## config.mk

```make
export PLATFORM = sky130hd
export DESIGN_NAME = pilot_frac_divider
export DESIGN_NICKNAME = d
export VERILOG_FILES = /design/src/rtl/pfd_pkg.sv /design/src/rtl/pfd_cfg.sv /design/src/rtl/pfd_trim.sv /design/src/rtl/pfd_accum.sv /design/src/rtl/pilot_frac_divider.sv
export SDC_FILE = /design/constraint.sdc
export NUM_CORES = 1
export LEC_CHECK = 0
export BUFFER_PORTS_ARGS = -buffer_cell sky130_fd_sc_hd__buf_2
export CAP_MARGIN = 5
export CORE_ASPECT_RATIO = 0.8
export CORE_MARGIN = 3
export CORE_UTILIZATION = 40
export CTS_CLUSTER_SIZE = 8
export DETAILED_ROUTE_END_ITERATION = 10
export GPL_ROUTABILITY_DRIVEN = 1
export HOLD_SLACK_MARGIN = 0.08
export RECOVER_POWER = 50
export SLEW_MARGIN = 20
export SYNTH_ARGS = -nofsm -noshare
export SYNTH_HDL_FRONTEND = slang
export SYNTH_SLANG_ARGS = --single-unit
export TNS_END_PERCENT = 20
```

## constraint.sdc

```tcl
create_clock -name clk -period 4.97 [get_ports clk]
set_input_delay 0.497 -clock clk [delete_from_list [all_inputs] [get_ports clk]]
set_output_delay 0.497 -clock clk [all_outputs]
set_load 0.01 [all_outputs]
```

## src/rtl/pfd_pkg.sv

```systemverilog
package pfd_pkg;
   typedef enum logic [1:0] {
      STEP_HOLD = 2'd0,
      STEP_INC  = 2'd1,
      STEP_DEC  = 2'd2
   } step_e;
endpackage

```

## src/rtl/pfd_cfg.sv

```systemverilog
module pfd_cfg #(
   parameter int                ACC_W   = 24,
   parameter int                TRIM_W  = 8,
   parameter logic [ACC_W-1:0]  RST_INC = '0,
   parameter logic [TRIM_W-1:0] RST_LIM = '0
) (
   input  logic              clk,
   input  logic              rst_n,
   input  logic              cfg_wr,
   input  logic [ACC_W-1:0]  cfg_inc,
   input  logic [TRIM_W-1:0] cfg_lim,
   output logic [ACC_W-1:0]  nom_q,
   output logic [TRIM_W-1:0] lim_q
);
   // setting registers, loaded by the strobe, visible next cycle
   always_ff @(posedge clk) begin
      if (!rst_n) begin
         nom_q <= RST_INC;
         lim_q <= RST_LIM;
      end else if (cfg_wr) begin
         nom_q <= cfg_inc;
         lim_q <= cfg_lim;
      end
   end

   a_r4_load_visible: assert property (@(posedge clk) disable iff (!rst_n)
      cfg_wr |=> (nom_q == $past(cfg_inc)) && (lim_q == $past(cfg_lim)));
endmodule

```

## src/rtl/pfd_trim.sv

```systemverilog
module pfd_trim
   import pfd_pkg::*;
#(
   parameter int TRIM_W = 8
) (
   input  logic                     clk,
   input  logic                     rst_n,
   input  logic                     preset,
   input  logic                     pulse_up,
   input  logic                     pulse_dn,
   input  logic [TRIM_W-1:0]        lim,
   output logic signed [TRIM_W:0]   trim_q
);
   localparam int SW = TRIM_W + 2;

   step_e                step;
   logic signed [SW-1:0] trim_x;
   logic signed [SW-1:0] stepped;
   logic signed [SW-1:0] lim_p;
   logic signed [SW-1:0] lim_n;
   logic signed [SW-1:0] bounded;

   // coincident requests cancel
   always_comb begin
      if (pulse_up && !pulse_dn)      step = STEP_INC;
      else if (pulse_dn && !pulse_up) step = STEP_DEC;
      else                            step = STEP_HOLD;
   end

   assign trim_x = {trim_q[TRIM_W], trim_q};
   assign lim_p  = $signed({2'b00, lim});
   assign lim_n  = -lim_p;

   // one LSB per request; R7: clamp to the current limit
   always_comb begin
      case (step)
         STEP_INC: stepped = trim_x + SW'(1);
         STEP_DEC: stepped = trim_x - SW'(1);
         default:  stepped = trim_x;
      endcase
      if (stepped > lim_p)      bounded = lim_p;
      else if (stepped < lim_n) bounded = lim_n;
      else                      bounded = stepped;
   end

   // preset overrides any request and zeroes the trim
   always_ff @(posedge clk) begin
      if (!rst_n)      trim_q <= '0;
      else if (preset) trim_q <= '0;
      else             trim_q <= bounded[TRIM_W:0];
   end

   a_r7_trim_bounded: assert property (@(posedge clk) disable iff (!rst_n)
      1'b1 |=> (trim_x <= $past(lim_p)) && (trim_x >= $past(lim_n)));

   a_r10_preset_clears: assert property (@(posedge clk) disable iff (!rst_n)
      preset |=> (trim_q == '0));

   a_r8_both_hold: assert property (@(posedge clk) disable iff (!rst_n)
      (pulse_up && pulse_dn && !preset && (lim == $past(lim))) |=> (trim_q == $past(trim_q)));
endmodule

```

## src/rtl/pfd_accum.sv

```systemverilog
module pfd_accum #(
   parameter int ACC_W  = 24,
   parameter int TRIM_W = 8,
   parameter bit CE_REG = 1'b1
) (
   input  logic                   clk,
   input  logic                   rst_n,
   input  logic                   preset,
   input  logic [ACC_W-1:0]       nom,
   input  logic signed [TRIM_W:0] trim,
   output logic                   ce
);
   localparam int               EW      = ACC_W + 2;
   localparam int               XW      = EW - TRIM_W - 1;
   localparam logic [ACC_W-1:0] INC_MAX = '1;

   logic signed [EW-1:0] trim_ext;
   logic signed [EW-1:0] req;
   logic [ACC_W-1:0]     inc_eff;
   logic [ACC_W:0]       sum;
   logic [ACC_W-1:0]     acc_q;

   assign trim_ext = {{XW{trim[TRIM_W]}}, trim};

   // preset drops the trim term; R11: clamp to the legal increment range
   always_comb begin
      req = $signed({2'b00, nom}) + (preset ? EW'(0) : trim_ext);
      if (req < 0)                               inc_eff = '0;
      else if (req > $signed({2'b00, INC_MAX}))  inc_eff = INC_MAX;
      else                                       inc_eff = req[ACC_W-1:0];
   end

   assign sum = {1'b0, acc_q} + {1'b0, inc_eff};

   always_ff @(posedge clk) begin
      if (!rst_n) acc_q <= '0;
      else        acc_q <= sum[ACC_W-1:0];
   end

   generate
      if (CE_REG) begin : g_ce_reg
         logic ce_q;
         always_ff @(posedge clk) begin
            if (!rst_n) ce_q <= 1'b0;
            else        ce_q <= sum[ACC_W];
         end
         assign ce = ce_q;

         // an enable marks exactly the steps where the phase wrapped
         a_r3_wrap_pulse: assert property (@(posedge clk) disable iff (!rst_n)
            1'b1 |=> (ce_q == (acc_q < $past(acc_q))));
      end else begin : g_ce_comb
         assign ce = sum[ACC_W];
      end
   endgenerate
endmodule

```

## src/rtl/pilot_frac_divider.sv

```systemverilog
module pilot_frac_divider #(
   parameter int                ACC_W   = 24,
   parameter int                TRIM_W  = 8,
   parameter logic [ACC_W-1:0]  RST_INC = ACC_W'(3984589),
   parameter logic [TRIM_W-1:0] RST_LIM = TRIM_W'(64),
   parameter bit                CE_REG  = 1'b1
) (
   input  logic              clk,
   input  logic              rst_n,
   input  logic              cfg_wr,
   input  logic [ACC_W-1:0]  cfg_inc,
   input  logic [TRIM_W-1:0] cfg_lim,
   input  logic              preset,
   input  logic              pulse_up,
   input  logic              pulse_dn,
   output logic              ce_out
);
   generate
      if (ACC_W < 4 || ACC_W > 48) begin : g_bad_acc
         $error("pilot_frac_divider: ACC_W out of range");
      end
      if (TRIM_W < 1 || TRIM_W >= ACC_W) begin : g_bad_trim
         $error("pilot_frac_divider: TRIM_W must be 1..ACC_W-1");
      end
   endgenerate

   logic [ACC_W-1:0]        nom_q;
   logic [TRIM_W-1:0]       lim_q;
   logic signed [TRIM_W:0]  trim_q;

   pfd_cfg #(
      .ACC_W   (ACC_W),
      .TRIM_W  (TRIM_W),
      .RST_INC (RST_INC),
      .RST_LIM (RST_LIM)
   ) i_cfg (
      .clk     (clk),
      .rst_n   (rst_n),
      .cfg_wr  (cfg_wr),
      .cfg_inc (cfg_inc),
      .cfg_lim (cfg_lim),
      .nom_q   (nom_q),
      .lim_q   (lim_q)
   );

   pfd_trim #(
      .TRIM_W (TRIM_W)
   ) i_trim (
      .clk      (clk),
      .rst_n    (rst_n),
      .preset   (preset),
      .pulse_up (pulse_up),
      .pulse_dn (pulse_dn),
      .lim      (lim_q),
      .trim_q   (trim_q)
   );

   pfd_accum #(
      .ACC_W  (ACC_W),
      .TRIM_W (TRIM_W),
      .CE_REG (CE_REG)
   ) i_accum (
      .clk    (clk),
      .rst_n  (rst_n),
      .preset (preset),
      .nom    (nom_q),
      .trim   (trim_q),
      .ce     (ce_out)
   );
endmodule

```

==> metrics.cfg <==
[run_status]
status=complete, but fails checks
violations=capacitance limit, slew limit

[critical_path]
cp-start-kind=register
worstSetupEndpointType=register
required_ps=5260
critical_path_class=register to register
cp_data_arrival_time_ps=4980
worstPathMaxFanout=8

[logic_synthesis]
yosys.area.top_type=dfxtp_1
synth-edff-count=0
synth_xor_area_frac=0.05443
synth_common_cells=nor2_1, dfxtp_1, nand2_1
yosys_warnings=0
synth_cell_type_count=83
seq_area_frac_synth=0.2105
synthMuxAreaShare=0.06758
synthArstFlopShare=0
synth_flop_cell=dfxtp_1
yosys-top-cells-area=dfxtp_1, ha_1, mux2i_1
synth.top_cell.area_share=0.2105
syn_area_mm2=0.006276
synth-simple-area-share=0.2209
synth-adder-area-share=0.1292
syn_area_per_cell_um2=7.825
synth_nets=903
syn_inst=802
synth_compound_area_frac=0.2689
ys_seq_elements=66
synth_most_common_cell=nor2_1
synth_top_family_by_area=compound AO/OA/AOI/OAI gates

[placement]
dp_hpwl_um=13920
port-buffer-count=38
dp_cells=1060
gp_congestion=0.8778
dp_slack_ps=-112.6

[clocking]
cts_root_buf=clkbuf_16
postCtsHoldBufs=0
clk_pin_slew_ps=60
clock-sinks=66
clk_path_buf_depth=2
htreeDepth=3
cts_setup_buffers=0
tritoncts=yes
clock_latency_ps=350
cts-buffers-inserted=9

[sta]
rsz0062_at_grt=no
worst_slack_ps=271.5
setup_viol=0
worst_pin_slew_ps=2390
clock.fmax_ghz=0.2128
slew_violations=37
min_period_ps=4699
fin_crit_sh=0.9454
clock_skew_ps=7.139
max_slew_margin=-0.5935
finalHoldViolations=0

[finish]
fin_util=0.4793
ff_latch_area_mm2=0.001323
syn_to_final_growth_pct=15.81
drive_gt1_frac=0.1547
num-nets-final=962
num_antenna_cells=0
num-fill-cells=1489
multiInputGateArea_mm2=0.004686
layout.cells.non_filler=1076

[detailed_routing]
wl_per_cell_um=16.75
drtIter0Drc=504
ant_nets=0
vias_per_cell=5.840
drt_first_pass_iters=5
remaining_drc_errors=0
drt_wl_total_um=18020
vias=6284

[floorplan]
io_pins=39
core_mm2=0.01516
die_area_mm2=0.01724
die_h_um=118.0
row_count=40
die_width_um=146.0
start_util=0.4139

[power]
peakVddDrop_uv=270.6
power.internal_mw=1.745
power_density_mw_per_mm2=418.1
seqPwrFrac=0.239
power_frac_clock=0.206
power_mw=3.039
p_sw_frac=0.4258
switching_power_mw=1.294
power_frac_comb=0.555
p_leak_nw=3.179

[global_routing]
antenna_found_initial=0
grt.total_usage=0.2121
grt_max_degree=37
grt_pass1_vias=5658
grt_pass1_wl_um=29940
overflow=0

[min_path]
holdCritPathClass=primary input to register

[run]
cap_violations=1

## metrics by stage
stage	area (um^2)	setup TNS [ps]	hold slack, ps
floorplan	6286	0	448.8
global placement	6957	-154.4	489.3
detailed placement	6957	-538.8	489.7
CTS	7241	0	351.5
global route	7268	0	376.4
finish	7268	0	360.3
## flip-flops by register name (all words and copies together), names as in the netlist
| register | flops |
|---|---|
| i_accum.acc_q | 24 |
| i_accum.ce | 1 |
| i_trim.trim_q | 9 |
| i_cfg.nom_q | 24 |
| i_cfg.lim_q | 8 |
## timing repair
item	in CTS	in global routing
hold endpoints to repair	0	0
resized for setup	0	9
setup endpoints to repair	0	10
## path summary, 6_finish.rpt
| path | start | cells after the start | slack (ps) | to |
|---|---|---|---|---|
| setup / recovery | i_trim.trim_q[0] | 20 | 270 | i_accum.acc_q[20] |
| hold / removal | cfg_inc[20] | 3 | 360 | i_cfg.nom_q[20] |
| setup reg to reg | i_trim.trim_q[0] | 20 | 270 | i_accum.acc_q[20] |
| hold reg to reg | i_cfg.nom_q[2] | 2 | 510 | i_cfg.nom_q[2] |
## critical path: stages, from the launching register on
cell	delay (ps)
dfxtp_1	350
nor2b_1	150
ha_1	220
fa_1	390
a211o_1	340
a21o_1	210
a21oi_2	180
nor3_2	60
or2_1	250
o31a_4	380
nand2_1	70
ha_1	170
fa_1	210
a21o_1	180
a221oi_2	80
o21ai_1	220
a21o_1	220
a311oi_2	140
buf_4	180
or4_1	490
a21oi_1	120
## cell type report
cell class              count  share of cell area
clock inverters             7            0.008091
repair buffers             92             0.08160
multi-input cells         660              0.6447
well taps                 210             0.03615
clock buffers               9             0.03099
inverters                  32             0.01653
flip-flops and latches     66              0.1820
## placed cells by master (no fill, tap or decap), types with 13 or more instances in the layout
cell type / count
ha_1: 60
nor2_1: 79
buf_2: 36
mux2i_1: 39
inv_1: 31
nand3_1: 23
buf_4: 54
xnor2_1: 26
o21ai_0: 31
o211ai_1: 14
nand2_1: 65
nor3_1: 24
a211oi_1: 14
xor2_1: 13
a21oi_1: 55
dfxtp_1: 65
a21o_1: 14
## logic make-up (layout without fill, tap and decap cells)
family | count (synthesis) | in the layout
adders and majority gates | 63 | 63
muxes | 42 | 42
xor gates and xnor gates | 39 | 39
buffers and inverters | 76 | 140
DFF | 66 | 66
and+or+nand+nor | 280 | 280
AOI/OAI and AO/OA | 236 | 236
## per-layer routing
metal  wire length (um)  part of all wire  track usage  vias up
li1                   -                 -            -     3126
met1               9852              0.55       0.3426     2919
met2               6710              0.37       0.2809      224
met3               1278             0.071      0.04696       15
met4                180             0.010      0.04172        0
met5                  0                 0            0        -
## power by group through the flow
stage          registers [mW]  logic [mW]  clock network, mW
3_5_place_dp            0.734        1.63                  0
2_1_floorplan           0.700        1.26                  0
5_1_grt                 0.739        1.91              0.664
4_1_cts                 0.725        1.65              0.639
6_report                0.726        1.69              0.625
3_3_place_gp            0.739        1.63                  0
(Power assumes the default switching activity.)
